$ cat src/rtl/tto_pkg.sv
package tto_pkg;
    localparam int WORD_W = 12;
    localparam int CHAR_W = 8;

    typedef enum logic [2:0] {
        OP_NONE,
        OP_SETFLAGS,
        OP_SKIPQ,
        OP_CLEAR,
        OP_LOAD,
        OP_LOADCLR,
        OP_BAD
    } tto_op_e;

    typedef enum logic {
        ST_IDLE,
        ST_BUSY
    } tto_state_e;
endpackage

$ cat src/rtl/tto_decode.sv
module tto_decode
    import tto_pkg::*;
#(
    parameter logic [5:0] DEV_CODE = 6'o04
) (
    input  logic              valid,
    input  logic [WORD_W-1:0] instr,
    output tto_op_e           op
);
    localparam logic [2:0] IOT_OPC = 3'o6;

    logic is_iot;
    logic is_dev;

    assign is_iot = valid && (instr[11:9] == IOT_OPC);
    assign is_dev = (instr[8:3] == DEV_CODE);

    always_comb begin
        op = OP_NONE;
        if (is_iot) begin
            if (!is_dev) begin
                op = OP_BAD;
            end else begin
                unique case (instr[2:0])
                    3'd0:    op = OP_SETFLAGS;
                    3'd1:    op = OP_SKIPQ;
                    3'd2:    op = OP_CLEAR;
                    3'd4:    op = OP_LOAD;
                    3'd6:    op = OP_LOADCLR;
                    default: op = OP_BAD;
                endcase
            end
        end
    end
endmodule

$ cat src/rtl/tto_ctl_fsm.sv
module tto_ctl_fsm
    import tto_pkg::*;
(
    input  logic              clk,
    input  logic              rst,
    input  tto_op_e           op,
    input  logic [WORD_W-1:0] acc,
    input  logic              tx_done,
    output logic [WORD_W-1:0] ctl
);
    localparam logic [CHAR_W-1:0] CHAR_FLIP = 8'h80;

    tto_state_e        state_q, state_d;
    logic [CHAR_W-1:0] char_q,  char_d;
    logic [2:0]        hi_q,    hi_d;

    always_ff @(posedge clk) begin
        if (rst) begin
            state_q <= ST_IDLE;
            char_q  <= '0;
            hi_q    <= '0;
        end else begin
            state_q <= state_d;
            char_q  <= char_d;
            hi_q    <= hi_d;
        end
    end

    always_comb begin
        state_d = state_q;
        char_d  = char_q;
        hi_d    = hi_q;
        unique case (op)
            OP_SETFLAGS: begin
                state_d = ST_IDLE;
                char_d  = '0;
                hi_d    = 3'b011;
            end
            OP_CLEAR: begin
                state_d = ST_IDLE;
                char_d  = '0;
                hi_d    = 3'b000;
            end
            OP_LOAD: begin
                state_d = ST_BUSY;
                char_d  = acc[CHAR_W-1:0] ^ CHAR_FLIP;
            end
            OP_LOADCLR: begin
                state_d = ST_BUSY;
                char_d  = acc[CHAR_W-1:0] ^ CHAR_FLIP;
                hi_d    = {hi_q[2], 2'b00};
            end
            default: begin
                if (tx_done && state_q == ST_BUSY) begin
                    state_d = ST_IDLE;
                    hi_d[0] = 1'b1;
                end
            end
        endcase
    end

    always_comb begin
        ctl = {hi_q, (state_q == ST_BUSY), char_q};
    end


    clear_zero_chk: assert property (@(posedge clk) disable iff (rst)
        op == OP_CLEAR |=> ctl == '0);


    setflags_chk: assert property (@(posedge clk) disable iff (rst)
        op == OP_SETFLAGS |=> ctl == 12'h600);


    load_char_chk: assert property (@(posedge clk) disable iff (rst)
        op == OP_LOAD |=> (ctl[8] && ctl[7:0] == ($past(acc[7:0]) ^ 8'h80)
                           && ctl[11:9] == $past(ctl[11:9])));


    handshake_chk: assert property (@(posedge clk) disable iff (rst)
        (tx_done && ctl[8] && (op == OP_NONE || op == OP_SKIPQ || op == OP_BAD))
        |=> (!ctl[8] && ctl[9]));
endmodule

$ cat src/rtl/tto_pc_adv.sv
module tto_pc_adv
    import tto_pkg::*;
#(
    parameter int PC_W = 15
) (
    input  logic            skip,
    input  logic [PC_W-1:0] pc_in,
    output logic [PC_W-1:0] pc_out
);
    logic [WORD_W-1:0] page_next;
    assign page_next = pc_in[WORD_W-1:0] + 1'b1;

    generate
        if (PC_W > WORD_W) begin : g_field
            assign pc_out = skip ? {pc_in[PC_W-1:WORD_W], page_next} : pc_in;
        end else begin : g_flat
            assign pc_out = skip ? page_next : pc_in;
        end
    endgenerate
endmodule

$ cat src/rtl/tto_ctrl.sv
module tto_ctrl
    import tto_pkg::*;
#(
    parameter int         PC_W     = 15,
    parameter logic [5:0] DEV_CODE = 6'o04
) (
    input  logic                clk,
    input  logic                rst,
    input  logic                instr_valid,
    input  logic [11:0]         instr,
    input  logic [11:0]         acc,
    input  logic [PC_W-1:0]     next_pc_in,
    output logic [PC_W-1:0]     next_pc_out,
    output logic                skip,
    output logic                illegal,
    output logic [11:0]         ctl_word,
    output logic                tx_valid,
    output logic [7:0]          tx_char,
    input  logic                tx_done
);
    tto_op_e op;
    logic    dec_valid;

    assign dec_valid = instr_valid && !rst;

    tto_decode #(.DEV_CODE(DEV_CODE)) u_dec (
        .valid (dec_valid),
        .instr (instr),
        .op    (op)
    );

    tto_ctl_fsm u_fsm (
        .clk     (clk),
        .rst     (rst),
        .op      (op),
        .acc     (acc),
        .tx_done (tx_done),
        .ctl     (ctl_word)
    );

    assign skip     = (op == OP_SKIPQ) && ctl_word[9];
    assign illegal  = (op == OP_BAD);
    assign tx_valid = ctl_word[8];
    assign tx_char  = ctl_word[7:0];

    tto_pc_adv #(.PC_W(PC_W)) u_pc (
        .skip   (skip),
        .pc_in  (next_pc_in),
        .pc_out (next_pc_out)
    );


    skip_vs_illegal_chk: assert property (@(posedge clk) disable iff (rst)
        !(skip && illegal));


    illegal_hold_chk: assert property (@(posedge clk) disable iff (rst)
        (illegal && !tx_done) |=> $stable(ctl_word));


    pc_field_chk: assert property (@(posedge clk) disable iff (rst)
        skip |-> (next_pc_out[PC_W-1:12] == next_pc_in[PC_W-1:12]
                  && next_pc_out[11:0] == next_pc_in[11:0] + 12'd1));


    reset_quiet_chk: assert property (@(posedge clk)
        rst |-> (!skip && !illegal));
endmodule

$ cat config.mk
export PLATFORM = sky130hd
export DESIGN_NAME = tto_ctrl
export DESIGN_NICKNAME = d
export VERILOG_FILES = /design/src/rtl/tto_pkg.sv /design/src/rtl/tto_decode.sv /design/src/rtl/tto_ctl_fsm.sv /design/src/rtl/tto_pc_adv.sv /design/src/rtl/tto_ctrl.sv
export SDC_FILE = /design/constraint.sdc
export NUM_CORES = 1
export LEC_CHECK = 0
export ABC_AREA = 0
export BUFFER_PORTS_ARGS = -buffer_cell sky130_fd_sc_hd__buf_2
export CAP_MARGIN = 20
export CORE_AREA = 2 2 59 61
export DETAILED_ROUTE_END_ITERATION = 6
export DIE_AREA = 0 0 61 63
export PLACE_DENSITY = 0.72
export SLEW_MARGIN = 25
export SYNTH_ARGS = -nofsm -noshare
export SYNTH_HDL_FRONTEND = slang
export SYNTH_HIERARCHICAL = 1
export SYNTH_SLANG_ARGS = --single-unit
$ cat constraint.sdc
create_clock -name clk -period 3.9 [get_ports clk]
set_clock_uncertainty 0.2 [all_clocks]
set_input_delay 0.195 -clock clk [delete_from_list [all_inputs] [get_ports clk]]
set_output_delay 0.195 -clock clk [all_outputs]
set_load 0.03 [all_outputs]
==> flow_summary.ini, run 1 <==
[outcome]
outcome = finished clean

[synth]
synth_xor_area_frac = 0.103
synth_cell_types = 32
syn_nets = 156
ys_ff_latch = 11
syn-instance-count = 112
synth_top_family_by_area = simple AND/OR/NAND/NOR gates
avgSynthCellArea_sq_um = 8.39
synth-simple-area-share = 0.353
synth_warnings = 6
synth.area.mux_share = 0.0120
ys_seq_area_frac = 0.234
syn-cell-area_sq_um = 940
synth_compound_area_frac = 0.130
synth_fa_ha_area_frac = 0.0133

[setup_path]
r2r_start = u_fsm/state_q$_SDFFE_PP0P_
cp-startpoint = rst
crit_fanout = 12
path_cells = buf_2 > nor2b_1 > nand4b_1 > a31oi_1 > and4bb_2 > nand4_2 > nor4_4 > xor2_1 > buf_2
end_kind = output port
max_stage_delay_ns = 0.45
critPathMostFrequentCell = buf_2
cp.arrival_ns = 2.42
slowest_stage = a31oi_1
crit_type = input pin to output port
startpoint_type = input pin
required_ns = 3.50

[finish]
antenna_cells = 0
layout_common_cells = 69 x buf_2, 13 x nand2_1, 11 x dfxtp_1, 10 x nand3_1, 8 x a21oi_2
nets = 219
drive_gt1_frac = 0.506
utilization = 0.404
fill_cells = 339
area_growth_pct = 38.9
final_common_cell = buf_2

[grt]
grt.total_usage = 0.124
grt-ovfl-total = 0
grt_pass1_vias = 901
antenna_found_initial = 0
grt_max_degree = 13
grt_pass1_wl_mm = 3.71

[detailed_routing]
antenna_left = 0
avgViaCountPerCell = 4.48
routedWlPerCell_microns = 10.5
vias = 985
wirelength_mm = 2.30
dr.pass1.iters = 4
drt_iter0_drc = 48
drc = 0

[power_and_ir_drop]
clockPowerShare = 0.282
intPower_w = 0.000185
p_leak_nw = 0.615
switching_share = 0.309
power_w = 0.000267
peakVddDrop_mv = 0.0854
p_comb_frac = 0.289
seq_power_share = 0.428
powerDensity_mw_per_mm2 = 205
switching_power_w = 0.0000825

[clock_tree]
cts_sinks = 11
clk_pin_slew_worst_paths_ns = 0.06
cts-root-buf = clkbuf_4
cts_tree = done
cts.repair.resized = 0
clockBufferDepth = 2
clk_latency_ns = 0.26
numCtsBuffers = 3
htreeDepth = 1

[hold_path]
hold_class = input pin to register
hp-start = acc[7]

[sta]
rsz0062_at_grt = false
finalHoldViolations = 0
final-setup-viol-count = 0
fin_tns_setup_ns = 0
max_slew.worst_pin.slew_ns = 0.680
final.period_utilization = 0.721
period_needed_ns = 2.81
drv_slew = 0
timing.fmax_mhz = 356
setup_ws_ns = 1.09
relSlewSlack = 0.541

[floorplanning]
core-area_sq_mm = 0.00323
die_y_microns = 63
num_io_pins = 81
fp.dieW_microns = 61
initial_utilization = 0.291
row_count = 21
dieArea_sq_mm = 0.00384

[flow_run]
drv_cap = 0

[place]
hpwl_mm = 1.78
dp_slack_ns = 1.05
port-buffer-count = 69
gp_congestion = 0.710
[critical path: cells and delay by family]
kind,cells,cell delay (ns)
AO/OA/AOI/OAI,1,0.45
XOR/XNOR,1,0.15
buffers and inverters,2,0.41
AND/OR/NAND/NOR,5,1.21
[sequential cells by signal (all words and copies together), names as in the netlist]
name	cells
u_fsm/char_q	8
u_fsm/hi_q	2
u_fsm/state_q	1
[metal layers]
metal	wire, microns	global-route usage	vias up
met5	0	0	-
met1	1010	0.163	431
met4	14	0.0489	0
met2	1120	0.202	49
met3	161	0.0124	2
li1	-	-	503
[cell usage after synthesis]
cell       n  area (sq um)
nand2b_1   5          31.3
and3_1     1          6.26
nor2_1     4          15.0
nor3b_1    2          15.0
and4bb_2   1          12.5
a21oi_2    8          70.1
and3b_2    1          10.0
mux2_2     1          11.3
nor4_4     2          42.5
nand2_1   13          48.8
a21bo_2    1          10.0
nor3_1     3          15.0
buf_4     15           113
and4b_1    1          10.0
ha_1       1          12.5
buf_2      2          10.0
nand4_1    2          12.5
nand3b_1   1          7.51
nand4_4    1          21.3
inv_1      2          7.51
nand4_2    1          12.5
xnor2_1    5          43.8
nand4b_1   1          8.76
xor2_1     6          52.6
conb_1     1          3.75
a31oi_1    3          18.8
nand3_1   10          50.1
buf_6      1          11.3
a21oi_1    3          15.0
dfxtp_1   11           220
a41oi_1    1          8.76
nor2b_1    2          12.5
[final cells by class]
| class | instances | area, sq um | area share |
|---|---|---|---|
| Multi-Input combinational cell | 81 | 578 | 0.443 |
| Inverter | 2 | 7.51 | 0.00575 |
| Timing Repair Buffer | 76 | 415 | 0.318 |
| Sequential cell | 11 | 220 | 0.169 |
| Clock buffer | 4 | 26.3 | 0.0201 |
| Tap cell | 46 | 57.6 | 0.0441 |
[worst paths after layout]
path,cells after the start,slack (ns),to
setup reg to reg,2,2.92,u_fsm/hi_q[0]$_SDFFE_PP0P_
hold reg to reg,2,0.28,u_fsm/char_q[0]$_SDFFE_PP0P_
hold / removal,3,0.02,u_fsm/char_q[7]$_SDFFE_PP0P_
setup / recovery,9,1.09,next_pc_out[11]
[per-stage QoR]
step | instances | area [sq um] | hold WS (ns)
finish | 220 | 1310 | 0.0176
global route | 220 | 1310 | 0.0384
CTS | 220 | 1310 | 0.0165
detailed placement | 209 | 1210 | 0.190
global placement | 209 | 1210 | 0.190
floorplan | 112 | 940 | 0.0644
[power by group through the flow]
stage                     Combinational [W]  Clock (W)  Sequential [W]
after floorplan                   0.0000442          0        0.000119
after global placement            0.0000715          0        0.000117
after detailed placement          0.0000723          0        0.000117
after CTS                         0.0000778  0.0000789        0.000114
after global routing              0.0000844  0.0000854        0.000115
final                             0.0000774  0.0000755        0.000115
[repair_timing]
item / CTS / global route
setup buffers: 0 / 0
hold buffers: 7 / 0
setup endpoints to repair: 0 / 0
endpoints found under the hold margin: 7 / 0
[kinds of logic (layout without fill, tap and decap cells)]
family | after synthesis | in the layout
mux | 1 | 1
compound gates | 16 | 16
xor+xnor | 11 | 11
other cells | 1 | 1
simple gates | 51 | 51
flops | 11 | 11
fa+ha+maj | 1 | 1
buf+inv | 20 | 82
(Power assumes the default switching activity.)
==> inputs of run 2 (changes only) <==
Settings changed: PLACE_DENSITY 0.72 to 0.74.
Clock period 3.9 ns to 2.25 ns, I/O delays scaled along.
==> flow_summary.ini, run 2 (synthesized netlist as in run 1, its figures left out) <==
[setup_path]
crit_path_end = next_pc_out[8]
cp-startpoint = instr[4]
cp.arrival_ns = 1.86
r2r-end = u_fsm/state_q$_SDFFE_PP0P_
end_kind = output port
rrSetupSlack_ns = 1.34
crit_fanout = 4
r2r_cells = 2
required_ns = 1.94
startpoint_type = input pin
crit_type = input pin to output port
r2r_start = u_fsm/state_q$_SDFFE_PP0P_

[detailed_routing]
vias = 1023
avgViaCountPerCell = 4.45
dr.pass1.iters = 4
wirelength_mm = 2.58
drt_iter0_drc = 45
antenna_left = 0
drc = 0
routedWlPerCell_microns = 11.2

[place]
hpwl_mm = 2.08
place_area_sq_mm = 0.00133
port-buffer-count = 69
gp_congestion = 0.833
dp_slack_ns = -0.0147

[sta]
final-setup-viol-count = 0
final.period_utilization = 0.965
fin_tns_setup_ns = 0
finalHoldViolations = 0
drv_slew = 0
period_needed_ns = 2.17
timing.fmax_mhz = 461
setup_ws_ns = 0.0797
rsz0062_at_grt = false

[finish]
drive_gt1_frac = 0.587
largest_register = u_fsm/char_q
final_common_cell = buf_2
utilization = 0.456
final_cell_area_sq_mm = 0.00147
nets = 229
area_growth_pct = 56.7
reg_top3 = u_fsm/char_q: 8 flops, u_fsm/hi_q: 2 flops, u_fsm/state_q: 1 flops
antenna_cells = 0
layout_common_cells = 69 x buf_2, 13 x nand2_1, 11 x dfxtp_1, 10 x nand3_1, 9 x dlygate4sd3_1
largest_reg_flops = 8

[grt]
grt_pass1_vias = 933
grt_pass1_wl_mm = 4.11
grt.total_usage = 0.134
antenna_found_initial = 0
grt-ovfl-total = 0
grt_max_degree = 12

[floorplanning]
dieArea_sq_mm = 0.00384
row_count = 21
core-area_sq_mm = 0.00323
num_io_pins = 81
die_y_microns = 63
fp.dieW_microns = 61
initial_utilization = 0.291

[clock_tree]
cts_sinks = 11
clk_latency_ns = 0.27
numCtsBuffers = 3
clockBufferDepth = 2
htreeDepth = 1
cts_tree = done
cts-root-buf = clkbuf_4

[power_and_ir_drop]
intPower_w = 0.000325
p_leak_nw = 0.683
clockPowerShare = 0.280
p_comb_frac = 0.309
switching_power_w = 0.000157
power_w = 0.000482
seq_power_share = 0.411
peakVddDrop_mv = 0.203
switching_share = 0.325
powerDensity_mw_per_mm2 = 327

[outcome]
outcome = finished clean

[flow_run]
drv_cap = 0

[hold_path]
hp-start = next_pc_in[14]
hold_class = input pin to output port
[run 2: cell types whose count changed in the layout (fill, tap and decap cells not counted), sizes merged]
cell,before,now
dlygate4sd3,7,9
buf,69,77
clkbuf,4,3
clkinv,0,1
[run 2: worst min path at each step]
| stage | to | slack (ns) | depth (start not counted) |
|---|---|---|---|
| finish | next_pc_out[14] | 0.03 | 0 |
| global route | next_pc_out[14] | 0.03 | 0 |
| CTS | u_fsm/char_q[2]$_SDFFE_PP0P_ | 0.02 | 3 |
| detailed placement | next_pc_out[12] | 0.03 | 0 |
| global placement | next_pc_out[12] | 0.03 | 0 |
| floorplan | u_fsm/hi_q[0]$_SDFFE_PP0P_ | -0.02 | 1 |
[run 2: power groups by stage]
stage               Sequential, W  Clock [W]  Combinational (W)
floorplan                0.000207          0          0.0000796
global placement         0.000203          0           0.000134
detailed placement       0.000203          0           0.000137
CTS                      0.000198   0.000140           0.000149
global route             0.000199   0.000147           0.000159
finish                   0.000198   0.000135           0.000149
[run 2: timing repair]
item                                    CTS  global route
pin swaps                                 0             2
hold buffers                              9             0
setup buffers                             0             1
endpoints found under the hold margin    10             0
resized for setup                         1             2
endpoints found under the setup margin    1             6
gates cloned                              0             0
[run 2: critical path: stages]
cell and delay, ns:
buf_2 0.11, nor4_4 0.30, a41oi_2 0.16, and4bb_4 0.40, nand3_1 0.14, nor3_2 0.25
xor2_2 0.17, buf_2 0.21
[run 2: through the flow]
step,hold WS (ns),instances
2_1_floorplan,-0.0181,112
3_3_place_gp,0.0252,216
3_5_place_dp,0.0252,216
4_1_cts,0.0237,229
5_1_grt,0.0250,230
6_report,0.0250,230
[run 2: metal layers]
layer | track usage | wire [microns] | up-vias
met5 | 0 | 0 | -
met4 | 0.0245 | 0 | 0
met3 | 0.0228 | 99 | 0
met2 | 0.235 | 1390 | 25
met1 | 0.170 | 1100 | 486
li1 | - | - | 512
[run 2: final cells by class]
cell class / instances / area, sq um
clock buffer: 3 / 22.5
clock inverter: 1 / 5.00
fill: 323 / 1760
inverter: 2 / 7.51
multi-input combinational: 81 / 664
sequential: 11 / 220
tap: 46 / 57.6
timing repair buffer: 86 / 495
==> inputs of run 3 (changes only) <==
Settings changed: ABC_AREA 0 to 1, CORE_AREA 2 2 59 61 to 2 2 61 63, DIE_AREA 0 0 61 63 to 0 0 63 65, PLACE_DENSITY 0.74 to 0.72.
==> flow_summary.ini, run 3 <==
[finish]
reg_top3 = u_fsm/char_q: 8 flops, u_fsm/hi_q: 2 flops, u_fsm/state_q: 1 flops
final_common_cell = buf_2
final_cell_area_sq_mm = 0.00158
regArea_sq_um = 220
antenna_cells = 0
nets = 288
drive_gt1_frac = 0.399
area_growth_pct = 58.7
largest_reg_flops = 8
fill_cells = 371
multi_input_area_sq_um = 614
largest_register = u_fsm/char_q
layout_common_cells = 68 x buf_2, 37 x nand2_1, 23 x inv_1, 18 x dlygate4sd3_1, 16 x nor2_1

[detailed_routing]
vias = 1228
dr.pass1.iters = 3
drt_iter0_drc = 36
routedWlPerCell_microns = 9.17
antenna_left = 0
avgViaCountPerCell = 4.22
wirelength_mm = 2.67
drc = 0

[power_and_ir_drop]
p_comb_frac = 0.319
p_leak_nw = 0.843
clockPowerShare = 0.272
switching_share = 0.316
intPower_w = 0.000331
seq_power_share = 0.410
peakVddDrop_mv = 0.267
powerDensity_mw_per_mm2 = 307
switching_power_w = 0.000153

[setup_path]
rrSetupSlack_ns = 0.83
crit_fanout = 6
cp-startpoint = instr[8]
r2r-end = u_fsm/char_q[2]$_SDFFE_PP0P_
r2r_start = u_fsm/char_q[2]$_SDFFE_PP0P_
startpoint_type = input pin
end_kind = output port
r2r_cells = 3
required_ns = 1.94
cp.arrival_ns = 1.68
crit_type = input pin to output port

[floorplanning]
dieArea_sq_mm = 0.00410
initial_utilization = 0.284
num_io_pins = 81
row_count = 22
die_y_microns = 65
core-area_sq_mm = 0.00350
fp.dieW_microns = 63

[clock_tree]
htreeDepth = 1
cts-root-buf = clkbuf_4
cts_tree = done
cts_sinks = 11
clockBufferDepth = 2
numCtsBuffers = 3
clk_latency_ns = 0.26

[synth]
synth_top_cell_by_area = dfxtp_1
synth_top_family_by_area = simple AND/OR/NAND/NOR gates
synth_warnings = 6
ys_top_cells_by_area = dfxtp_1 22%, nand2_1 14%, buf_4 11%, inv_1 8.7%, nand3_1 7.6%
synth_ff_type = dfxtp_1
synth_fa_ha_area_frac = 0.0126
synthTopCellsByCount = 37 x nand2_1, 23 x inv_1, 18 x nor2_1
yosysTopAreaCellShare = 0.222
synth-simple-area-share = 0.407
ys_ff_latch = 11
avgSynthCellArea_sq_um = 6.13
syn-cell-area_sq_um = 993
ys_seq_area_frac = 0.222
syn-instance-count = 162
synth_edf_count = 0
yosysMostFrequentCell = nand2_1
synth_xor_area_frac = 0.0529
synth_cell_types = 24
async_reset_ff_frac = 0
synth.area.mux_share = 0.0113
syn_nets = 206
synth_compound_area_frac = 0.0907

[sta]
period_needed_ns = 1.99
rsz0062_at_grt = false
fin_tns_setup_ns = 0
drv_slew = 0
final-setup-viol-count = 0
timing.fmax_mhz = 502
finalHoldViolations = 0
final.period_utilization = 0.885

[place]
place_area_sq_mm = 0.00136
gp_congestion = 0.774
port-buffer-count = 69
hpwl_mm = 1.94

[grt]
grt-ovfl-total = 0
grt_pass1_wl_mm = 4.42
grt_pass1_vias = 1119
antenna_found_initial = 0
grt_max_degree = 12
grt.total_usage = 0.130

[hold_path]
whs_path_depth = 0
hp-start = next_pc_in[14]
hold_class = input pin to output port
min_to = next_pc_out[14]

[outcome]
outcome = finished clean

[flow_run]
drv_cap = 0
==> run 3: changes by cell type after synthesis, moves of 4 or more <==
| cell | previous run | this run |
|---|---|---|
| nand2b_1 | 5 | 0 |
| nand2_2 | 0 | 4 |
| nand3_1 | 10 | 15 |
| a21oi_2 | 8 | 0 |
| nor2_1 | 4 | 18 |
| inv_1 | 2 | 23 |
| a21oi_1 | 3 | 11 |
| nand2_1 | 13 | 37 |
==> run 3: power by group through the flow <==
stage,sequential (W),combinational (W),clock [W]
3_3_place_gp,0.000203,0.000136,0
3_5_place_dp,0.000203,0.000137,0
2_1_floorplan,0.000207,0.0000855,0
4_1_cts,0.000198,0.000153,0.000136
5_1_grt,0.000199,0.000171,0.000143
6_report,0.000198,0.000154,0.000132
==> run 3: stage by stage <==
stage | worst slack, ns | instances | util | hold slack (ns) | power, W
6_report | 0.260 | 291 | 0.451 | 0.0251 | 0.000484
2_1_floorplan | 0.0111 | 162 | - | 0.0597 | 0.000292
5_1_grt | 0.0223 | 291 | 0.451 | 0.0252 | 0.000512
3_3_place_gp | 0.160 | 268 | 0.388 | 0.0252 | 0.000339
3_5_place_dp | 0.145 | 268 | 0.388 | 0.0252 | 0.000340
4_1_cts | 0.147 | 290 | 0.447 | 0.0252 | 0.000488
==> run 3: per-layer routing <==
metal  share of wire  global-route usage  up-vias
met3           0.067              0.0156        0
li1                -                   -      650
met4               0              0.0417        0
met2            0.53               0.262       42
met1            0.40               0.137      536
met5               0                   0        -
==> run 3: cell type report <==
type	count	share of cell area
tap	48	0.0381
inverter	24	0.0571
clock buffer	4	0.0167
timing repair buffer	92	0.359
multi-input combinational	112	0.390
sequential	11	0.140
==> run 3: cell families (layout without fill, tap and decap cells) <==
| logic type | count (synthesis) | count (layout) |
|---|---|---|
| and+or+nand+nor | 86 | 86 |
| buffers and inverters | 39 | 120 |
| AOI/OAI and AO/OA | 17 | 17 |
| DFF | 11 | 11 |
| xor gates and xnor gates | 6 | 6 |
| adders and majority gates | 1 | 1 |
| other | 1 | 1 |
| muxes | 1 | 1 |
==> run 3: worst max-delay path by stage <==
stage | end | slack [ns] | depth (start not counted)
3_5_place_dp | next_pc_out[9] | 0.14 | 15
4_1_cts | next_pc_out[9] | 0.15 | 15
3_3_place_gp | next_pc_out[5] | 0.16 | 12
5_1_grt | next_pc_out[11] | 0.02 | 15
6_report | next_pc_out[9] | 0.26 | 15
2_1_floorplan | next_pc_out[5] | 0.01 | 11
==> run 3: worst max-delay path, stage by stage <==
cell and delay, ns:
buf_2 0.09, nor2_1 0.12, nand3_1 0.11, nor2_1 0.10, nor2_1 0.06, inv_1 0.06, nand2_1 0.08, nor2_4 0.19
nand2_2 0.10, nor2_4 0.20, nand2_4 0.09, nor2_2 0.08, nand2_1 0.05, nand2_1 0.05, buf_2 0.18
==> run 3: what timing repair did <==
action,CTS,global route
gates resized for setup,0,3
endpoints found under the setup margin,0,6
hold buffers,18,0
hold endpoints to repair,11,0
buffers inserted,0,1
